===== src/rtl/dram_seq_pkg.sv =====
`timescale 1ns/1ps
// Package: shared state encoding and strobe bundle for the DRAM strobe sequencer.
// Assumes a binary state code; the values 0..4 give the order of the access.
package dram_seq_pkg;
    localparam int SEQ_STATE_W = 4;

    typedef enum logic [SEQ_STATE_W-1:0] {
        ST_IDLE = 4'd0,
        ST_ROW  = 4'd1,
        ST_MUX  = 4'd2,
        ST_COL  = 4'd3,
        ST_HOLD = 4'd4
    } seq_state_e;

    typedef struct packed {
        logic row_n;
        logic amux;
        logic col_n;
    } strobe_t;

    localparam strobe_t STROBE_IDLE = '{row_n: 1'b1, amux: 1'b0, col_n: 1'b1};
endpackage


===== src/rtl/dram_seq_next.sv =====
`timescale 1ns/1ps
// Module: next-state logic of the sequencer.
// Samples the request only while idle. Walks the four access states in fixed
// order, one per cycle. Any encoding outside 0..4 is sent back to idle.
module dram_seq_next
    import dram_seq_pkg::*;
(
    input  seq_state_e state_i,
    input  logic       req_i,
    output seq_state_e next_o
);
    // Purpose: choose the state for the next edge.
    always_comb begin
        case (state_i)
            ST_IDLE: next_o = req_i ? ST_ROW : ST_IDLE;
            ST_ROW:  next_o = ST_MUX;
            ST_MUX:  next_o = ST_COL;
            ST_COL:  next_o = ST_HOLD;
            ST_HOLD: next_o = ST_IDLE;
            default: next_o = ST_IDLE;
        endcase
    end
endmodule


===== src/rtl/dram_seq_outreg.sv =====
`timescale 1ns/1ps
// Module: registered strobe decode.
// Decodes the strobes from the next-state value and stores them in flip-flops,
// so the pins move on the same edge as the state and never glitch.
// Assumes a synchronous active-low reset.
module dram_seq_outreg
    import dram_seq_pkg::*;
(
    input  logic       clk_i,
    input  logic       rst_n,
    input  seq_state_e next_i,
    output strobe_t    strobe_o
);
    strobe_t strobe_d;

    // Purpose: decode the strobe levels that belong to the coming state.
    always_comb begin
        strobe_d       = STROBE_IDLE;
        strobe_d.row_n = (next_i == ST_IDLE);
        strobe_d.amux  = (next_i == ST_MUX) || (next_i == ST_COL) || (next_i == ST_HOLD);
        strobe_d.col_n = !((next_i == ST_COL) || (next_i == ST_HOLD));
    end

    // Purpose: hold the strobes in flip-flops, idle levels under reset.
    always_ff @(posedge clk_i) begin
        if (!rst_n) strobe_o <= STROBE_IDLE;
        else        strobe_o <= strobe_d;
    end


    col_in_mux_chk: assert property (@(posedge clk_i) disable iff (!rst_n)
        !strobe_o.col_n |-> strobe_o.amux);

    mux_in_row_chk: assert property (@(posedge clk_i) disable iff (!rst_n)
        strobe_o.amux |-> !strobe_o.row_n);
endmodule


===== src/rtl/dram_strobe_seq.sv =====
`timescale 1ns/1ps
// Module: top of the DRAM strobe sequencer.
// Holds the state register and joins the next-state logic to the registered
// strobe decode. Assumes req_i is synchronous to clk_i.
module dram_strobe_seq
    import dram_seq_pkg::*;
(
    input  logic clk_i,
    input  logic rst_n,
    input  logic req_i,
    output logic row_stb_n_o,
    output logic addr_mux_o,
    output logic col_stb_n_o
);
    seq_state_e state_q;
    seq_state_e state_d;
    strobe_t    strobe;

    dram_seq_next u_next (
        .state_i (state_q),
        .req_i   (req_i),
        .next_o  (state_d)
    );

    dram_seq_outreg u_outreg (
        .clk_i    (clk_i),
        .rst_n    (rst_n),
        .next_i   (state_d),
        .strobe_o (strobe)
    );

    // Purpose: state register, forced to idle under reset.
    always_ff @(posedge clk_i) begin
        if (!rst_n) state_q <= ST_IDLE;
        else        state_q <= state_d;
    end

    assign row_stb_n_o = strobe.row_n;
    assign addr_mux_o  = strobe.amux;
    assign col_stb_n_o = strobe.col_n;


    reset_idle_chk: assert property (@(posedge clk_i) disable iff (!rst_n)
        $past(!rst_n) |-> (row_stb_n_o && !addr_mux_o && col_stb_n_o));

    start_row_chk: assert property (@(posedge clk_i) disable iff (!rst_n)
        (state_q == ST_IDLE && req_i) |=> (!row_stb_n_o && !addr_mux_o && col_stb_n_o));

    start_only_idle_chk: assert property (@(posedge clk_i) disable iff (!rst_n)
        $fell(row_stb_n_o) |-> $past(state_q == ST_IDLE && req_i));

    mux_after_row_chk: assert property (@(posedge clk_i) disable iff (!rst_n)
        $rose(addr_mux_o) |-> $past(!row_stb_n_o));

    col_two_cycles_chk: assert property (@(posedge clk_i) disable iff (!rst_n)
        (!col_stb_n_o && $past(!col_stb_n_o)) |=> col_stb_n_o);
endmodule


===== config.mk =====
export PLATFORM = sky130hd
export DESIGN_NAME = dram_strobe_seq
export DESIGN_NICKNAME = d
export VERILOG_FILES = /design/src/rtl/dram_seq_pkg.sv /design/src/rtl/dram_seq_next.sv /design/src/rtl/dram_seq_outreg.sv /design/src/rtl/dram_strobe_seq.sv
export SDC_FILE = /design/constraint.sdc
export NUM_CORES = 1
export LEC_CHECK = 0
export ABC_AREA = 1
export BUFFER_PORTS_ARGS = -buffer_cell sky130_fd_sc_hd__buf_4
export CAP_MARGIN = 20
export CELL_PAD_IN_SITES_DETAIL_PLACEMENT = 1
export CELL_PAD_IN_SITES_GLOBAL_PLACEMENT = 2
export CORE_AREA = 2 2 39 41
export DETAILED_ROUTE_END_ITERATION = 7
export DIE_AREA = 0 0 41 43
export HOLD_SLACK_MARGIN = 0.08
export PLACE_DENSITY_LB_ADDON = 0.08
export SLEW_MARGIN = 0
export SYNTH_ARGS = -nofsm -noshare
export SYNTH_HDL_FRONTEND = slang
export SYNTH_SLANG_ARGS = --single-unit

===== constraint.sdc =====
create_clock -name clk_i -period 0.8 [get_ports clk_i]
set_input_delay 0 -clock clk_i [delete_from_list [all_inputs] [get_ports clk_i]]
set_output_delay 0 -clock clk_i [all_outputs]
set_load 0.005 [all_outputs]

==> Yosys cells after proc, flatten, opt, wreduce, memory -nomap -nowiden <==
Index checks and enable logic that the tools add are counted.
W data, S select, Z words.
{ "word_totals": {"reg_bits": 7, "inputBits": 3, "out_inout_bits": 3, "word_cells": 18} }
{ "op_classes": {"eq_ne": 6, "mux": 2, "reduce_logical": 6} }
{ "ops": {"columns": ["op", "count"], "rows": [
  ["$eq A4 B2 Y1 const B", 4],
  ["$pmux W4 S4", 1],
  ["$logic_not A4 Y1", 2],
  ["$eq A4 B1 Y1 const B", 1],
  ["$eq A4 B3 Y1 const B", 1],
  ["$logic_or A1 B1 Y1", 3],
  ["$logic_not A1 Y1", 1],
  ["$mux W1", 1]
]} }

==> Longest topological paths before layout <==
{ "logic_depth": {"word_depth": 5, "mapped_depth": 4, "depth_no_buf": 4} }

==> By module <==
A second synthesis with hierarchy kept.
{ "hier_totals": {"hier_cells": 40, "area_unflattened_um2": 280.3} }
{ "by_module_without_submodules": {"columns": ["mod", "n_inst", "cells_per_inst", "area_per_inst_um2", "seq_area_each_um2"], "rows": [
  ["dram_seq_outreg", 1, 16, 117.6, 60.1],
  ["dram_strobe_seq", 1, 12, 110.1, 80.1],
  ["dram_seq_next", 1, 12, 52.6, 0.0]
]} }

==> Worst setup path before layout <==
Ideal clock, no wire load.
{ "synth_timing": {"kind": "register to register", "from": "register state_q[1]", "to": "register u_outreg.strobe_o[2] (netlist bit)", "setup_time_ns": 0.113, "arrival_time_ns": 0.579, "required_time_ns": 0.687, "path_slack_ns": 0.108, "stages_incl_launch_ff": 4, "path_buffers": 0, "synth_period_minus_slack_ns": 0.692, "path_cell_list": "dfxtp_1 -> nor2_1 -> nor2_2 -> nor2_1"} }
{ "synth_between": {"elab_chain_cells": 3, "elab_cells_between_ends": 6, "classes_between": "eq/ne: 3; mux: 1; reduce/logical: 2"} }
{ "synth_rtl": {"columns": ["element", "line_no", "source"], "rows": [
  ["start: declaration", "dram_strobe_seq.sv:15", "seq_state_e state_q;"],
  ["start signal: assignment", "dram_strobe_seq.sv:35", "else state_q <= state_d;"],
  ["$eq A4 B2 Y1 (tied with other cells)", "dram_seq_next.sv:14", "case (state_i)"],
  ["$pmux W4 S4 (*)", "dram_seq_next.sv:14", null],
  ["$logic_not A4 Y1 (*)", "dram_seq_outreg.sv:19", "strobe_d.row_n = (next_i == ST_IDLE);"],
  ["end signal: assignment", "dram_seq_outreg.sv:27", "else strobe_o <= strobe_d;"],
  ["end: declaration", "dram_seq_outreg.sv:12", "output strobe_t strobe_o"]
]} }
Mark *: on every way between the ends. The rest lies on a longest branch, timed or not.
A chain may end at the register's enable or synchronous reset.

==> results by group <==
Global route
  • Most used routing layer in global routing: met4
  • Met3 Track Usage GR: 3.141%
  • Number of antenna violations at the first check in global routing: 0
  • Total routing resource utilization after global routing: 6.231%
  • Largest net degree at the start of global routing: 6
  • Wire length of the first global-routing pass: 648 µm
  • M1 GR Usage: 6.452%
  • Via count of the first global-routing pass: 182
  • GR met2 Demand/Resource: 7.500%
  • Congestion Overflow GR: 0

CTS
  • Clock Latency Late Sink: 240 ps
  • Clock transition time at the flip-flop clock pins of the worst setup and hold paths: 40 ps
  • Maximum number of buffers from clock root to sink: 2
  • Number of H-tree levels: 1
  • Number of buffers added by the clock tree synthesis step: 3
  • TritonCTS clock tree: done
  • Sink count of the clock tree: 6
  • Clock tree root buffer cell: sky130_fd_sc_hd__clkbuf_4

Placement
  • Number of buffers added on ports: 5
  • Worst-case setup slack after placement: 49.26 ps
  • Final Wtd Congestion: 0.6299

Logic synthesis
  • Number of synthesis warnings: 0
  • Sequential area share after synthesis: 55.17%
  • Cells taking the most area after synthesis: sky130_fd_sc_hd__dfxtp_1 (55%), sky130_fd_sc_hd__nand2_1 (12%), sky130_fd_sc_hd__nor2_2 (8.6%), sky130_fd_sc_hd__inv_1 (5.2%), sky130_fd_sc_hd__nor2_1 (5.2%)
  • Mean Syn Cell Area: 8.063 µm²
  • Register bit count reported by yosys: 6
  • Synthesized netlist net count: 30
  • Post-synthesis instance total: 27
  • Post-synthesis instance area: 217.7 µm²
  • Cell taking the most area after synthesis: sky130_fd_sc_hd__dfxtp_1
  • Yosys cell types: 9
  • Yosys top cell area share: 55.17%

Worst setup path
  • Critical Path Slowest Stage Cell: sky130_fd_sc_hd__dlygate4sd3_1
  • Cell family with most CP delay: buffers and inverters
  • Worst-path cell chain: dlygate4sd3_1 > buf_4 > inv_2 > nor2_4 > nand2_1 > nor2_2
  • Worst endpoint required time: 940 ps
  • Total buffers and inverters traversed by the critical path: 3
  • Largest fanout of any net on the critical path: 4
  • CP endpoint kind: flop
  • Path type of the worst setup path: input port to flop
  • Launching instance or port of the critical path: rst_n
  • Startpoint type of the worst setup path: input port
  • Source of the worst register-to-register timing path: state_q[2]
  • Data arrival time of the critical path: 880 ps
  • Maximum single-stage delay on the critical path: 530 ps

Die
  • Die width: 41 µm
  • Number of placement rows: 14
  • Starting utilization of the core area: 15.73%
  • Core footprint: 1384 µm²
  • Die area: 1763 µm²
  • I/O pin count: 6
  • Chip height: 43 µm

Timing
  • Post-route clock period utilization: 93.34%
  • Worst setup skew after layout: 0.6907 ps
  • Slew Viols, Final: 0
  • Worst slew pin tran: 167.6 ps
  • Final setup fails: 0
  • Number of hold violations in the final report: 0
  • Setup repair after global routing missed its margin: no
  • Minimum period implied by the final worst setup slack: 746.7 ps
  • Relative slew margins: 88.81%
  • Worst-case setup margin in the final layout: 53.27 ps
  • Setup Total Neg Slack: 0 ps
  • Highest clock frequency the design can meet: 1339 MHz

Power and ir drop
  • Leakage dissipation: 0.1531 nW
  • Final total power: 0.7309 mW
  • Worst ir drop on vdd: 0.0006148 V
  • PD cells: 2291 nW/µm²

Route
  • Wire length reported by the detailed router: 418 µm
  • ANT nets after route: 0
  • Per-cell routed wire length: 7.887 µm
  • First-pass iteration count of the detailed router: 4
  • Vias/cell: 3.642
  • Starting DRC count in detailed routing: 1
  • Detailed-route DRC error count: 0
  • Total via count after detailed routing: 193

Worst hold path
  • Worst min-delay path class: flop to flop
  • Start point of the worst hold path: state_q[1]

Run status
  • Run status: finished, final reports clean

Job
  • Max-cap viol count: 0

Layout
  • Final nets: 42
  • Ratio of cells with drive above 1 in the final layout: 45.95%
  • Area used by sequential logic in the layout: 121.4 µm²
  • Footprint of the multi-input gates: 78.83 µm²
  • Filler instances: 169
  • Area growth from synthesis to final layout: 46.55%
  • Total inserted antenna cells: 0
Yosys cell counts:
library cell and count:
sky130_fd_sc_hd__nor2_1 3, sky130_fd_sc_hd__inv_2 2, sky130_fd_sc_hd__nand2_1 7, sky130_fd_sc_hd__nor2_2 3, sky130_fd_sc_hd__inv_1 3, sky130_fd_sc_hd__nor2_4 1
sky130_fd_sc_hd__a21oi_1 1, sky130_fd_sc_hd__nand2_2 1, sky130_fd_sc_hd__dfxtp_1 6
routing by layer:
layer	part of all wire (%)	vias up	wire, µm
met4	1.2	0	5
met5	0	-	0
met2	48	4	202
met3	8.6	2	36
li1	-	97	-
met1	42	90	174
flip-flops by register name (all words and copies together), names as in the netlist:
| name | count |
|---|---|
| u_outreg.strobe_o | 3 |
| state_q | 3 |
per-stage QoR:
stage | instance area, µm² | std cells | utilization (%) | hold WS [ps]
6_report | 319.1 | 53 | 23.06 | 445.6
5_1_grt | 319.1 | 53 | 23.06 | 459.0
2_1_floorplan | 217.7 | 27 | - | 141.2
4_1_cts | 317.8 | 53 | 22.97 | 470.4
3_3_place_gp | 275.3 | 48 | 19.89 | 293.7
3_5_place_dp | 275.3 | 48 | 19.89 | 289.3
path summary, 6_finish.rpt:
kind / to / slack [ps] / depth (start not counted)
max reg2reg: u_outreg.strobe_o[2] / 90 / 4
min: u_outreg.strobe_o[0] / 450 / 1
max: state_q[1] / 50 / 6
min reg2reg: u_outreg.strobe_o[0] / 450 / 1
timing repair:
action | 4_1_cts | 5_1_grt
hold endpoints to repair | 4 | 0
resized for setup | 0 | 2
endpoints found under the setup margin | 0 | 1
hold buffers | 2 | 0
setup buffers | 0 | 0
where the power goes:
part	total [mW]	switching (mW)	leakage, nW	internal, mW
clock network	0.275	0.106	0.0138	0.169
registers	0.350	0.0189	0.0499	0.331
logic	0.105	0.0500	0.0894	0.0552
layout by cell type, fill, tap and decap left out:
cell                            count
sky130_fd_sc_hd__inv_1              2
sky130_fd_sc_hd__nor2_4             1
sky130_fd_sc_hd__nor2_1             3
sky130_fd_sc_hd__dlygate4sd3_1      2
sky130_fd_sc_hd__nand2_2            1
sky130_fd_sc_hd__a21oi_1            1
sky130_fd_sc_hd__clkbuf_4           3
sky130_fd_sc_hd__nand2_1            7
sky130_fd_sc_hd__dfxtp_1            5
sky130_fd_sc_hd__buf_4              5
sky130_fd_sc_hd__dfxtp_2            1
sky130_fd_sc_hd__nor2_2             3
sky130_fd_sc_hd__inv_2              3
cell families (layout without fill, tap and decap cells):
group	Yosys count	after routing	share of synthesized area, %
simple gates	15	15	33.91
flops	6	6	55.17
buf+inv	5	15	8.622
compound gates	1	1	2.297
cell type report:
class / instances / share of cell area (%)
sequential: 6 / 38.04
multi-input combinational: 16 / 24.71
timing repair buffer: 7 / 18.04
clock buffer: 3 / 7.059
tap: 16 / 6.275
inverter: 5 / 5.882
Power figures use the tool's default switching activity.
